### src/rtl/steer_pkg.sv
package steer_pkg;
  typedef enum logic [2:0] {
    OPC_ALU     = 3'd0,
    OPC_SFU     = 3'd1,
    OPC_LOAD    = 3'd2,
    OPC_STORE   = 3'd3,
    OPC_MEMBAR  = 3'd4,
    OPC_BARRIER = 3'd5,
    OPC_ALU_B   = 3'd6,
    OPC_ALU_C   = 3'd7
  } op_class_e;

  function automatic logic is_mem_class(input op_class_e op);
    return (op == OPC_LOAD) || (op == OPC_STORE) || (op == OPC_MEMBAR);
  endfunction
endpackage

### src/rtl/slot_pick.sv
module slot_pick #(
  parameter int N = 1
) (
  input  logic [N-1:0] free,
  output logic [N-1:0] pick,
  output logic         any
);
  always_comb begin
    pick = '0;
    for (int i = N - 1; i >= 0; i--) begin
      if (free[i]) begin
        pick    = '0;
        pick[i] = 1'b1;
      end
    end
  end
  assign any = |free;
endmodule

### src/rtl/steer_decide.sv
module steer_decide
  import steer_pkg::*;
(
  input  logic [2:0] op,
  input  logic       sp_any,
  input  logic       sfu_any,
  input  logic       mem_any,
  output logic       to_sp,
  output logic       to_sfu,
  output logic       to_mem,
  output logic       is_bar,
  output logic       is_membar
);
  op_class_e cls;
  logic      mem_cls, sfu_cls;

  always_comb begin
    cls     = op_class_e'(op);
    mem_cls = is_mem_class(cls);
    sfu_cls = (cls == OPC_SFU);
    to_mem  = mem_cls && mem_any;
    to_sp   = !mem_cls && !sfu_cls && sp_any;
    to_sfu  = !mem_cls && sfu_any && (sfu_cls || !sp_any);
    is_bar    = (cls == OPC_BARRIER);
    is_membar = (cls == OPC_MEMBAR);
  end
endmodule

### src/rtl/membar_flags.sv
module membar_flags #(
  parameter int NUM_WARPS = 8,
  localparam int WARP_W = (NUM_WARPS > 1) ? $clog2(NUM_WARPS) : 1
) (
  input  logic                 clk,
  input  logic                 rst_n,
  input  logic                 set_en,
  input  logic [WARP_W-1:0]    set_warp,
  input  logic [NUM_WARPS-1:0] clr,
  output logic [NUM_WARPS-1:0] flags
);
  for (genvar w = 0; w < NUM_WARPS; w++) begin : g_warp
    logic hit;
    assign hit = set_en && (set_warp == WARP_W'(w));
    always_ff @(posedge clk) begin
      if (!rst_n)      flags[w] <= 1'b0;
      else if (hit)    flags[w] <= 1'b1;
      else if (clr[w]) flags[w] <= 1'b0;
    end
  end
endmodule

### src/rtl/issue_steer.sv
module issue_steer #(
  parameter int NUM_WARPS = 8,
  parameter int LANES     = 32,
  parameter int PC_W      = 32,
  parameter int SIZE_W    = 4,
  parameter int SP_SLOTS  = 1,
  parameter int SFU_SLOTS = 1,
  parameter int MEM_SLOTS = 1,
  localparam int WARP_W = (NUM_WARPS > 1) ? $clog2(NUM_WARPS) : 1
) (
  input  logic                 clk,
  input  logic                 rst_n,
  input  logic                 in_valid,
  output logic                 in_ready,
  input  logic [2:0]           in_op,
  input  logic [WARP_W-1:0]    in_warp,
  input  logic [LANES-1:0]     in_mask,
  input  logic [PC_W-1:0]      in_pc,
  input  logic [SIZE_W-1:0]    in_size,
  input  logic [SP_SLOTS-1:0]  sp_free,
  input  logic [SFU_SLOTS-1:0] sfu_free,
  input  logic [MEM_SLOTS-1:0] mem_free,
  output logic [SP_SLOTS-1:0]  sp_wr,
  output logic [SFU_SLOTS-1:0] sfu_wr,
  output logic [MEM_SLOTS-1:0] mem_wr,
  output logic [WARP_W-1:0]    out_warp,
  output logic [LANES-1:0]     out_mask,
  output logic [2:0]           out_op,
  output logic                 issued,
  output logic                 bar_arrive,
  output logic [WARP_W-1:0]    bar_warp,
  input  logic [NUM_WARPS-1:0] membar_clr,
  output logic [NUM_WARPS-1:0] membar_flags,
  output logic [PC_W-1:0]      next_pc,
  output logic                 next_pc_vld
);
  logic [SP_SLOTS-1:0]  sp_pick;
  logic [SFU_SLOTS-1:0] sfu_pick;
  logic [MEM_SLOTS-1:0] mem_pick;
  logic sp_any, sfu_any, mem_any;
  logic to_sp, to_sfu, to_mem, is_bar, is_membar;

  slot_pick #(.N(SP_SLOTS))  u_sp_pick  (.free(sp_free),  .pick(sp_pick),  .any(sp_any));
  slot_pick #(.N(SFU_SLOTS)) u_sfu_pick (.free(sfu_free), .pick(sfu_pick), .any(sfu_any));
  slot_pick #(.N(MEM_SLOTS)) u_mem_pick (.free(mem_free), .pick(mem_pick), .any(mem_any));

  steer_decide u_decide (
    .op(in_op), .sp_any(sp_any), .sfu_any(sfu_any), .mem_any(mem_any),
    .to_sp(to_sp), .to_sfu(to_sfu), .to_mem(to_mem),
    .is_bar(is_bar), .is_membar(is_membar)
  );

  assign in_ready = to_sp || to_sfu || to_mem;
  assign issued   = in_valid && in_ready;

  assign sp_wr  = {SP_SLOTS{issued && to_sp}}   & sp_pick;
  assign sfu_wr = {SFU_SLOTS{issued && to_sfu}} & sfu_pick;
  assign mem_wr = {MEM_SLOTS{issued && to_mem}} & mem_pick;

  assign out_warp = in_warp;
  assign out_mask = in_mask;
  assign out_op   = in_op;

  assign bar_arrive = issued && is_bar;
  assign bar_warp   = in_warp;

  membar_flags #(.NUM_WARPS(NUM_WARPS)) u_membar (
    .clk(clk), .rst_n(rst_n),
    .set_en(issued && is_membar), .set_warp(in_warp),
    .clr(membar_clr), .flags(membar_flags)
  );

  assign next_pc     = in_pc + PC_W'(in_size);
  assign next_pc_vld = issued;
endmodule

### config.mk
export PLATFORM = sky130hd
export DESIGN_NAME = issue_steer
export DESIGN_NICKNAME = d
export VERILOG_FILES = /design/src/rtl/steer_pkg.sv /design/src/rtl/slot_pick.sv /design/src/rtl/steer_decide.sv /design/src/rtl/membar_flags.sv /design/src/rtl/issue_steer.sv
export SDC_FILE = /design/constraint.sdc
export NUM_CORES = 1
export LEC_CHECK = 0
export ABC_AREA = 1
export BUFFER_PORTS_ARGS = -buffer_cell sky130_fd_sc_hd__buf_4
export CAP_MARGIN = 40
export CORE_MARGIN = 8
export CORE_UTILIZATION = 35
export DETAILED_ROUTE_END_ITERATION = 6
export HOLD_SLACK_MARGIN = 0.15
export MAX_ROUTING_LAYER = met4
export PLACE_DENSITY = 0.76
export SLEW_MARGIN = 10
export SYNTH_ARGS = -nofsm -noshare
export SYNTH_HDL_FRONTEND = slang
export SYNTH_HIERARCHICAL = 1
export SYNTH_SLANG_ARGS = --single-unit
### constraint.sdc
create_clock -name clk -period 1.4 [get_ports clk]
set_input_delay 0.14 -clock clk [delete_from_list [all_inputs] [get_ports clk]]
set_output_delay 0.14 -clock clk [all_outputs]
set_load 0.02 [all_outputs]
==> results of run 1 <==
-- power breakdown --
| part | leakage, nW | internal (W) | switching, W |
|---|---|---|---|
| registers | 0.0644 | 0.000229 | 0.000000356 |
| logic | 1.47 | 0.000416 | 0.000477 |
| clock network | 0.0216 | 0.000186 | 0.0000924 |
| total | 1.55 | 0.000832 | 0.000570 |
-- layout make-up --
cell class / instances / area share, %
Multi-Input combinational cell: 250 / 50.75
Timing Repair Buffer: 126 / 33.86
Inverter: 47 / 5.928
Sequential cell: 8 / 5.197
Tap cell: 72 / 2.923
Clock buffer: 3 / 1.340
-- kinds of logic after synthesis --
| family | Yosys count |
|---|---|
| xor gates and xnor gates | 17 |
| AOI/OAI and AO/OA | 10 |
| DFF | 8 |
| buffers and inverters | 95 |
| adders and majority gates | 5 |
| and+or+nand+nor | 217 |
-- critical path, delay by kind of cell --
kind / cells / cell delay, ns
fa+ha+maj: 2 / 0.51
simple gates: 5 / 0.50
xor+xnor: 1 / 0.14
buf+inv: 2 / 0.23
-- how the worst max path moves through the flow --
stage	end	slack, ns
2_1_floorplan	next_pc[22]	-0.07
3_3_place_gp	next_pc[20]	-0.29
3_5_place_dp	next_pc[16]	-0.34
4_1_cts	next_pc[24]	-0.25
5_1_grt	next_pc[30]	-0.31
6_report	next_pc[24]	-0.26
-- metal layers --
layer / vias to the layer above / share of wire, % / global-route usage, %
met5: - / 0 / -
met4: 0 / 2.1 / 5.270
met3: 16 / 6.3 / 3.076
met2: 100 / 56 / 31.36
met1: 1068 / 35 / 14.40
li1: 1177 / - / -
-- through the flow --
stage	instances	hold WS, ns	setup TNS, ns
after floorplan	352	0.3033	-0.2013
after global placement	498	0.2801	-5.397
after detailed placement	498	0.2801	-6.478
after CTS	504	0.1593	-3.434
after global routing	506	0.1736	-6.550
final	506	0.1632	-4.770
-- cells in the final DEF (no fill, tap or decap), types with 4 or more instances in the layout --
cell type / count
nand3b_1: 8
nand3_1: 6
inv_2: 5
nand2_2: 16
buf_6: 24
nand2_1: 110
nand2_4: 9
nor2_4: 8
dfxtp_1: 8
nor2_1: 41
ha_4: 4
a21oi_2: 5
xnor2_2: 5
nor2_2: 7
inv_1: 39
xor2_2: 5
buf_4: 101
nand3_2: 4
xor2_1: 5
-- timing repair --
item,CTS,global route
cloned,0,1
gates resized for setup,38,39
endpoints found under the setup margin,32,42
pin swaps,24,18
buffers inserted,3,2
==> run summary, run 1 <==
CTS
-------------------------------------------------------------------------------------
Clock root buffer ......................................................     clkbuf_8
CTS Hold Buffers Added .................................................            0
Clk sinks ..............................................................            8
H-tree depth ...........................................................            1
CTS clk-pin slew, worst paths ..........................................      0.04 ns
Number of buffers on the longest clock path ............................            2
TritonCTS clock tree ...................................................         done
Number of buffers created by CTS .......................................            3
Worst skew pair latency ................................................      0.23 ns

YOSYS
-------------------------------------------------------------------------------------
Synthesized instance count .............................................          352
Leading cell types by count after synthesis ............................ nand2_1, buf_4, nor2_1
Nets in the synthesized netlist ........................................          445
Top cells by area, synth ............................................... nand2_1, buf_4, nor2_1, inv_1, dfxtp_1
Number of enable-type register cells in the synthesized netlist ........            0
Most common cell in the netlist ........................................      nand2_1
Mux contribution to synthesized area ...................................           0%
Count of unique library cells instantiated by Yosys ....................           27
Largest area contributor in the synthesized netlist ....................      nand2_1
Adder-cell area share of the yosys netlist .............................       3.599%
Synth top area share ...................................................       24.87%
Complex-gate fraction of the synthesized area ..........................       3.856%
Dominant combinational cell family by area after synthesis ............. simple AND/OR/NAND/NOR gates
Post-synthesis share of cell area spent on and, or, nand and nor gates .       49.04%
Part of the Yosys area used for sequential elements ....................       8.226%
Mean post-synth cell area ..............................................    5.531 µm²
Count of synthesis-stage warnings from yosys ...........................            6
Number of synthesized register bits ....................................            8
Most used flip-flop cell after synthesis ...............................      dfxtp_1
Post-Synthesis Cell Area ...............................................     1947 µm²
Fraction of synthesized cell area in xor and xnor cells ................       7.648%
Fraction of registers with async set/reset .............................           0%

DIE
-------------------------------------------------------------------------------------
Starting Density .......................................................       35.79%
Row count ..............................................................           27
Height of the chip .....................................................     90.58 µm
DIE WIDTH ..............................................................     90.58 µm
Core region area .......................................................     5439 µm²
Ports placed on the boundary ...........................................          176
Die footprint ..........................................................     8205 µm²

PWR
-------------------------------------------------------------------------------------
Power consumption ......................................................   0.001402 W
Leak pwr ...............................................................     1.554 nW
Power density of the placed cells ...................................... 454.8 nW/µm²
IR Drop Worst-Case VDD .................................................    0.2911 mV

FINAL LAYOUT
-------------------------------------------------------------------------------------
Area of the multi-input gates ..........................................     1564 µm²
Post-synthesis to final-layout area growth .............................       58.29%
End-of-flow core utilization ...........................................       56.66%
Fraction of final layout cells sized beyond drive strength 1 ...........       47.47%
Filler cell count ......................................................          494
Largest register FFs ...................................................            8
Cell area after layout .................................................     3082 µm²
Number of antenna cells inserted .......................................            0
Nets ...................................................................          529
Register Area ..........................................................    160.2 µm²
Leading registers by flop count ........................................ u_membar/flags (8)
Register name with the most flops ...................................... u_membar/flags

STA
-------------------------------------------------------------------------------------
Final max-slew violation count .........................................            0
Minimum clock period ...................................................     1.660 ns
Final worst setup slack ................................................   -0.2599 ns
Hold violation count in the final report ...............................            0
Period utilisation layout ..............................................       118.6%
Maximum frequency from static timing analysis ..........................    602.5 MHz
Worst-Margin Slew ......................................................    0.2451 ns
Worst slew slack as a fraction of its limit ............................       83.62%
Post-Route Skew ........................................................         0 ns
Endpoints failing setup ................................................           28
RSZ-0062 raised after global routing ...................................          yes

WORST HOLD PATH
-------------------------------------------------------------------------------------
Cells on Worst Hold Path ...............................................            4
Min-delay worst type ...................................................       in2reg
Launch point of the worst hold path .................................... membar_clr[0]
Worst hold endpoint .................................................... u_membar/flags[0]$_SDFFE_PN0P_

RUN
-------------------------------------------------------------------------------------
Max-cap check violation count ..........................................            0

GRT
-------------------------------------------------------------------------------------
Number of global-route vias before repair ..............................        2,402
Pin count of the biggest net entering global routing ...................           10
Total gr overflow ......................................................            0
GRT Util Overall .......................................................       15.76%
Global-route wire length before repair .................................    10,740 µm
Initial antenna violation count ........................................            0

SETUP PATH
-------------------------------------------------------------------------------------
Required time worst endpoint ...........................................      1.26 ns
Worst reg2reg endpoint ................................................. u_membar/flags[6]$_SDFFE_PN0P_
CP endpoint kind ....................................................... primary output
CP Class ...............................................................       in2out
Ordered cell list for the critical path ................................ buf_6 -> ha_4 -> fa_2 -> nand2_2 -> nand3_2 -> nand2_4 -> nor2_4 -> nand2_2 -> xor2_2 -> buf_6
Data arrival time at the worst-slack endpoint ..........................      1.52 ns
Worst setup path start .................................................   in_size[0]
Kind of start point of the critical path ...............................   input port
Reg2Reg Launch Point ................................................... u_membar/flags[6]$_SDFFE_PN0P_
Worst-case register-to-register setup slack ............................      0.81 ns
CP peak stage delay ....................................................      0.36 ns
Crit-path slowest cell .................................................         fa_2
Maximum fanout count along the critical path ...........................            6
Logic depth of the worst register-to-register path .....................            2

DRT
-------------------------------------------------------------------------------------
Vias ...................................................................        2,361
Post-detailed-routing wire length ......................................      6899 µm
Avg Vias per Cell ......................................................        4.666
DRT antenna net count ..................................................            0
Final routed DRC violation total .......................................            0
Wire per inst ..........................................................     13.63 µm
Pre-antenna DRT Iters ..................................................            4
DRC violation total after the first TritonRoute iteration ..............           68

PLACED DESIGN
-------------------------------------------------------------------------------------
Placer congestion estimate .............................................       0.9607
Post-Place Cell Area ...................................................     2711 µm²
Number of buffers added on ports .......................................          111
Half-perimeter wire length after detailed placement ....................      5646 µm
Pre-CTS setup slack ....................................................   -0.3369 ns

STATUS
-------------------------------------------------------------------------------------
Violations in the final reports ........................................ negative setup slack
Result of the run ...................................................... finished with violations

Power figures use the tool's default switching activity.
==> run 2: changes to the inputs <==
REMOVE_ABC_BUFFERS = 1   (was default)
==> run summary, run 2 (synthesis results as in run 1) <==
STATUS
----------------------------------------------------------------------------
Result of the run ............................................. finished with violations   unchanged
Violations in the final reports ............................... negative setup slack   unchanged

SETUP PATH
----------------------------------------------------------------------------
Crit-path slowest cell ........................................         fa_2   unchanged
Crit path capture .............................................  next_pc[14]   was next_pc[24]
Worst setup path start ........................................   in_size[0]   unchanged
Worst path depth ..............................................            9   was 10
Critical path buffer and inverter count .......................            2   unchanged
CP Class ......................................................       in2out   unchanged
Cell class contributing the biggest share of worst-path delay .  adder cells   unchanged
Worst reg2reg endpoint ........................................ u_membar/flags[1]$_SDFFE_PN0P_   was u_membar/flags[6]$_SDFFE_PN0P_
Worst-case register-to-register setup slack ...................      0.79 ns   was 0.81 ns
Maximum fanout count along the critical path ..................            3   was 6
Data arrival time at the worst-slack endpoint .................      1.51 ns   was 1.52 ns
Reg2Reg Launch Point .......................................... u_membar/flags[1]$_SDFFE_PN0P_   was u_membar/flags[6]$_SDFFE_PN0P_
CP endpoint kind .............................................. primary output   unchanged
Ordered cell list for the critical path ....................... buf_6 -> ha_4 -> fa_2 -> nand2_2 -> nand3_4 -> nand3b_1 -> nor2_2 -> xor2_1 -> buf_4   was buf_6 -> ha_4 -> fa_2 -> nand2_2 -> nand3_2 -> nand2_4 -> nor2_4 -> nand2_2 -> xor2_2 -> buf_6
Required time worst endpoint ..................................      1.26 ns   about the same
CP peak stage delay ...........................................      0.35 ns   was 0.36 ns
Logic depth of the worst register-to-register path ............            2   unchanged
Kind of start point of the critical path ......................   input port   unchanged

DRT
----------------------------------------------------------------------------
DRC violation total after the first TritonRoute iteration .....          112   was 68
Final routed DRC violation total ..............................            0   unchanged
Pre-antenna DRT Iters .........................................            4   unchanged
Post-detailed-routing wire length .............................      8302 µm   was 6899 µm
Avg Vias per Cell .............................................        4.636   was 4.666
DRT antenna net count .........................................            0   unchanged
Vias ..........................................................        2,332   was 2,361
Wire per inst .................................................     16.50 µm   was 13.63 µm

STA
----------------------------------------------------------------------------
Period utilisation layout .....................................       117.6%   was 118.6%
Worst slew slack as a fraction of its limit ...................       82.74%   was 83.62%
Minimum clock period ..........................................     1.646 ns   was 1.660 ns
RSZ-0062 raised after global routing ..........................          yes   unchanged
Post-Route Skew ...............................................         0 ns   unchanged
Maximum frequency from static timing analysis .................    607.4 MHz   was 602.5 MHz
Final worst setup slack .......................................   -0.2465 ns   was -0.2599 ns
Hold violation count in the final report ......................            0   unchanged
Final max-slew violation count ................................            0   unchanged
Endpoints failing setup .......................................           29   was 28
Worst Hold Margin .............................................    0.1655 ns   was 0.1632 ns
Worst-Margin Slew .............................................    0.2583 ns   was 0.2451 ns

CTS
----------------------------------------------------------------------------
Clock root buffer .............................................     clkbuf_8   unchanged
CTS Hold Buffers Added ........................................            0   unchanged
Clk sinks .....................................................            8   unchanged
Number of buffers on the longest clock path ...................            2   unchanged
CTS clk-pin slew, worst paths .................................      0.05 ns   was 0.04 ns
Worst skew pair latency .......................................      0.23 ns   about the same
TritonCTS clock tree ..........................................         done   unchanged
Number of buffers created by CTS ..............................            3   unchanged
H-tree depth ..................................................            1   unchanged

PLACED DESIGN
----------------------------------------------------------------------------
Pre-CTS setup slack ...........................................   -0.3818 ns   was -0.3369 ns
Placer congestion estimate ....................................       0.9011   was 0.9607
Half-perimeter wire length after detailed placement ...........      7002 µm   was 5646 µm
Number of buffers added on ports ..............................          111   unchanged

DIE
----------------------------------------------------------------------------
Starting Density ..............................................       35.79%   unchanged
Row count .....................................................           27   unchanged
Core region area ..............................................     5439 µm²   unchanged
Die footprint .................................................     8205 µm²   unchanged
Height of the chip ............................................     90.58 µm   unchanged
Ports placed on the boundary ..................................          176   unchanged
DIE WIDTH .....................................................     90.58 µm   unchanged

GRT
----------------------------------------------------------------------------
Global-route wire length before repair ........................    11,960 µm   was 10,740 µm
Number of global-route vias before repair .....................        2,331   was 2,402
Initial antenna violation count ...............................            0   unchanged
Pin count of the biggest net entering global routing ..........            9   was 10
GRT Util Overall ..............................................       18.67%   was 15.76%
Total gr overflow .............................................            0   unchanged

FINAL LAYOUT
----------------------------------------------------------------------------
Nets ..........................................................          526   was 529
Leading registers by flop count ............................... u_membar/flags (8)   unchanged
Number of antenna cells inserted ..............................            0   unchanged
Register name with the most flops ............................. u_membar/flags   unchanged
Most common cell after layout, fill and taps aside ............      nand2_1   unchanged
End-of-flow core utilization ..................................       54.11%   was 56.66%
Post-synthesis to final-layout area growth ....................       51.16%   was 58.29%
Fraction of final layout cells sized beyond drive strength 1 ..       44.32%   was 47.47%
Largest register FFs ..........................................            8   unchanged
Commonest cells after routing, fill and taps aside ............ nand2_1, buf_4, nor2_1, inv_1, buf_6   unchanged

PWR
----------------------------------------------------------------------------
Power density of the placed cells ............................. 471.5 nW/µm²   was 454.8 nW/µm²
IR Drop Worst-Case VDD ........................................    0.2225 mV   was 0.2911 mV
Power consumption .............................................   0.001387 W   was 0.001402 W
Leak pwr ......................................................     1.480 nW   was 1.554 nW

RUN
----------------------------------------------------------------------------
Max-cap check violation count .................................            0   unchanged

WORST HOLD PATH
----------------------------------------------------------------------------
Min-delay worst type ..........................................       in2reg   unchanged

==> run 2: cell types whose count changed in the layout (fill, tap and decap cells not counted), moves of 2 or more <==
cell     delta
xor2_1      +6
xnor2_2     -4
nand2_4     -2
nand2_1     +2
buf_6       -3
nor2_4      -2
xnor2_1     +4
nor2_2      +3
xor2_2      -5
==> run 2: power by group <==
part           switching (W)  internal, W  leakage (nW)  total (W)
Sequential       0.000000395     0.000229        0.0644   0.000230
Clock              0.0000971     0.000187        0.0216   0.000284
Combinational       0.000472     0.000402          1.39   0.000874
==> run 2: cell type report <==
class,count,area [µm²]
repair buffers,123,1002
flip-flops and latches,8,160.2
multi-input cells,250,1469
inverters,47,180.2
well taps,72,90.09
fillers,512,2496
clock buffers,3,41.29
==> run 2: worst min-delay path: cells and delay by family <==
kind                   cells  cell delay (ns)
buffers and inverters      2             0.11
AOI/OAI and AO/OA          1             0.05
and+or+nand+nor            1             0.04
==> run 2: what timing repair did <==
item / CTS / global route
gates cloned: 1 / 0
endpoints found under the setup margin: 33 / 40
setup buffers: 1 / 2
pin swaps: 23 / 19
resized for setup: 38 / 37
==> run 2: per-stage QoR <==
step	instances	instance area, µm²	TNS, ns
after floorplan	304	1587	-2.312
after global placement	496	2577	-6.180
after detailed placement	496	2577	-6.948
after CTS	501	2799	-3.295
after global routing	503	2943	-6.059
final	503	2943	-4.065
==> run 2: worst min path at each step <==
| stage | cells after the start | startpoint | endpoint | slack, ns |
|---|---|---|---|---|
| after detailed placement | 0 | in_mask[14] | out_mask[14] | 0.28 |
| after global placement | 0 | in_mask[14] | out_mask[14] | 0.28 |
| final | 4 | membar_clr[3] | u_membar/flags[3]$_SDFFE_PN0P_ | 0.17 |
| after floorplan | 0 | in_warp[0] | bar_warp[0] | 0.28 |
| after CTS | 4 | membar_clr[3] | u_membar/flags[3]$_SDFFE_PN0P_ | 0.16 |
| after global routing | 4 | membar_clr[3] | u_membar/flags[3]$_SDFFE_PN0P_ | 0.18 |
==> run 2: metal layers <==
metal / track usage, % / vias up / wire length (µm)
li1: - / 1175 / -
met1: 19.00 / 1022 / 3097
met2: 29.96 / 119 / 3952
met3: 11.14 / 16 / 1062
met4: 4.577 / 0 / 189
met5: - / - / 0
==> run 3: changes to the inputs <==
CELL_PAD_IN_SITES_DETAIL_PLACEMENT = 1   (was default)
CELL_PAD_IN_SITES_GLOBAL_PLACEMENT = 2   (was default)
CORE_MARGIN = default   (was 8)
CORE_UTILIZATION = 17   (was 35)
PLACE_DENSITY = 0.82   (was 0.76)
clock period = 1.99 ns   (was 1.4 ns; I/O delays follow)
==> run summary, run 3 (synthesis results as in run 1) <==
FINAL LAYOUT
---------------------------------------------------------------------------
Number of antenna cells inserted .............................            0   unchanged
Nets .........................................................          518   was 526
Finished Layout Cells ........................................          563   was 503
Commonest cells after routing, fill and taps aside ........... nand2_1, buf_4, nor2_1, inv_1, xor2_1   was nand2_1, buf_4, nor2_1, inv_1, buf_6
Fraction of final layout cells sized beyond drive strength 1 .       34.75%   was 44.32%
Post-synthesis to final-layout area growth ...................       39.59%   was 51.16%
Largest register FFs .........................................            8   unchanged
Register name with the most flops ............................ u_membar/flags   unchanged
Filler cell count ............................................        1,429   was 512
Most common cell after layout, fill and taps aside ...........      nand2_1   unchanged
Leading registers by flop count .............................. u_membar/flags (8)   unchanged

GRT
---------------------------------------------------------------------------
Met3 capacity usage during global routing ....................       8.129%   was 11.14%
Initial antenna violation count ..............................            0   unchanged
Total gr overflow ............................................            0   unchanged
Global-route wire length before repair .......................    12,700 µm   was 11,960 µm
GRT Util Overall .............................................       14.54%   was 18.67%
Layer carrying the most global-route usage ...................         met2   unchanged
Pin count of the biggest net entering global routing .........           10   was 9
M1 GR Usage ..................................................       16.68%   was 19.00%
Number of global-route vias before repair ....................        2,402   was 2,331
Global-route track usage on met2 .............................       22.73%   was 29.96%

WORST HOLD PATH
---------------------------------------------------------------------------
Launch point of the worst hold path .......................... membar_clr[0]   was membar_clr[3]
Min-delay worst type .........................................       in2reg   unchanged
Cells on Worst Hold Path .....................................            4   unchanged

DIE
---------------------------------------------------------------------------
Core region area .............................................   10,980 µm²   was 5439 µm²
Height of the chip ...........................................     109.0 µm   was 90.58 µm
Row count ....................................................           38   was 27
DIE WIDTH ....................................................     109.0 µm   was 90.58 µm
Starting Density .............................................       17.73%   was 35.79%
Ports placed on the boundary .................................          176   unchanged
Die footprint ................................................   11,880 µm²   was 8205 µm²

SETUP PATH
---------------------------------------------------------------------------
CP Class .....................................................       in2out   unchanged
CP endpoint kind ............................................. primary output   unchanged
Data arrival time at the worst-slack endpoint ................      1.65 ns   was 1.51 ns
Reg2Reg Launch Point ......................................... u_membar/flags[5]$_SDFFE_PN0P_   was u_membar/flags[1]$_SDFFE_PN0P_
Worst-case register-to-register setup slack ..................      1.38 ns   was 0.79 ns
Worst setup path start .......................................     in_pc[0]   was in_size[0]
Required time worst endpoint .................................      1.79 ns   was 1.26 ns
Logic depth of the worst register-to-register path ...........            2   unchanged
Crit path capture ............................................  next_pc[26]   was next_pc[14]
Maximum fanout count along the critical path .................            6   was 3
Worst reg2reg endpoint ....................................... u_membar/flags[5]$_SDFFE_PN0P_   was u_membar/flags[1]$_SDFFE_PN0P_
Kind of start point of the critical path .....................   input port   unchanged

CTS
---------------------------------------------------------------------------
H-tree depth .................................................            1   unchanged
Worst skew pair latency ......................................      0.23 ns   about the same
Clock root buffer ............................................    clkbuf_16   was clkbuf_8
CTS clk-pin slew, worst paths ................................      0.04 ns   was 0.05 ns
Number of buffers created by CTS .............................            3   unchanged
Number of buffers on the longest clock path ..................            2   unchanged
Clk sinks ....................................................            8   unchanged
TritonCTS clock tree .........................................         done   unchanged

RUN
---------------------------------------------------------------------------
Max-cap check violation count ................................            0   unchanged

STA
---------------------------------------------------------------------------
Accumulated negative setup slack .............................         0 ns   was -4.065 ns
Minimum clock period .........................................     1.847 ns
Worst-Margin Slew ............................................    0.2033 ns   was 0.2583 ns
Endpoints failing setup ......................................            0   was 29
Final max-slew violation count ...............................            0   unchanged
Hold violation count in the final report .....................            0   unchanged
Period utilisation layout ....................................       92.84%
Worst slew slack as a fraction of its limit ..................       86.40%   was 82.74%
RSZ-0062 raised after global routing .........................           no   was yes
Maximum frequency from static timing analysis ................    541.3 MHz
Post-Route Skew ..............................................         0 ns   unchanged

DRT
---------------------------------------------------------------------------
Post-detailed-routing wire length ............................      8536 µm   was 8302 µm
Avg Vias per Cell ............................................        4.094   was 4.636
Final routed DRC violation total .............................            0   unchanged
Vias .........................................................        2,305   was 2,332
DRT antenna net count ........................................            0   unchanged
Pre-antenna DRT Iters ........................................            4   unchanged
DRC violation total after the first TritonRoute iteration ....           45   was 112
Wire per inst ................................................     15.16 µm   was 16.50 µm

PLACED DESIGN
---------------------------------------------------------------------------
Half-perimeter wire length after detailed placement ..........      7727 µm   was 7002 µm
Number of buffers added on ports .............................          111   unchanged
Placed cell count ............................................          557   was 496
Placer congestion estimate ...................................       0.8282   was 0.9011

STATUS
---------------------------------------------------------------------------
Result of the run ............................................ finished clean   was finished with violations

PWR
---------------------------------------------------------------------------
Power density of the placed cells ............................ 375.5 nW/µm²   was 471.5 nW/µm²
IR Drop Worst-Case VDD .......................................    0.2200 mV   was 0.2225 mV
Leak pwr .....................................................     1.399 nW   was 1.480 nW

-- run 3: cell types whose count changed in the layout (fill, tap and decap cells not counted), moves of 7 or more --
cell     change
nor2_1       +7
nand2_2     -12
nand2_1     +17
buf_6       -21
buf_4       +14
-- run 3: area by class of cell --
class	instances	area, µm²	share of cell area (%)
Sequential cell	8	160.2	5.893
Timing Repair Buffer	116	870.8	32.04
Clock buffer	3	75.07	2.762
Multi-Input combinational cell	249	1259	46.32
Inverter	47	177.7	6.538
Tap cell	140	175.2	6.446
-- run 3: per-layer routing --
| metal | share of wire, % | vias to the layer above |
|---|---|---|
| met5 | 0 | - |
| met4 | 0.48 | 0 |
| met3 | 11 | 5 |
| met2 | 47 | 77 |
| met1 | 41 | 1072 |
| li1 | - | 1151 |
-- run 3: worst min-delay path by stage --
stage	end
2_1_floorplan	u_membar/flags[0]$_SDFFE_PN0P_
6_report	u_membar/flags[0]$_SDFFE_PN0P_
3_3_place_gp	out_mask[13]
4_1_cts	u_membar/flags[0]$_SDFFE_PN0P_
5_1_grt	u_membar/flags[2]$_SDFFE_PN0P_
3_5_place_dp	out_mask[13]
-- run 3: worst max-delay path, stage by stage --
cell     delay [ns]
buf_4          0.11
ha_2           0.19
fa_2           0.36
nand2_1        0.09
nand3_2        0.10
nand2_4        0.14
buf_4          0.13
nor3_4         0.04
nand2_1        0.06
nand2_1        0.04
nand2_1        0.06
buf_4          0.13
-- run 3: stage by stage --
stage | worst slack [ns] | hold WS (ns) | instance area, µm² | total power [W] | utilization (%)
after global placement | 0.04479 | 0.3981 | 2610 | 0.0006711 | 23.76
after global routing | 0.01251 | 0.2425 | 2718 | 0.001078 | 24.74
after detailed placement | 0.007588 | 0.3981 | 2610 | 0.0006783 | 23.76
after CTS | 0.0001155 | 0.2173 | 2685 | 0.001024 | 24.45
final | 0.1425 | 0.2212 | 2718 | 0.001020 | 24.74
after floorplan | 0.1766 | 0.3623 | 1587 | 0.0003965 | -
-- run 3: where the power goes --
group          internal, W  leakage (nW)  switching [W]
clock network     0.000259        0.0370      0.0000780
registers         0.000162        0.0644    0.000000278
logic             0.000229          1.30       0.000293
total             0.000649          1.40       0.000371
-- run 3: repair_timing --
item | in CTS | in global routing
hold buffers | 0 | 0
buffers inserted | 0 | 3
setup endpoints to repair | 0 | 7
gates resized for setup | 0 | 3
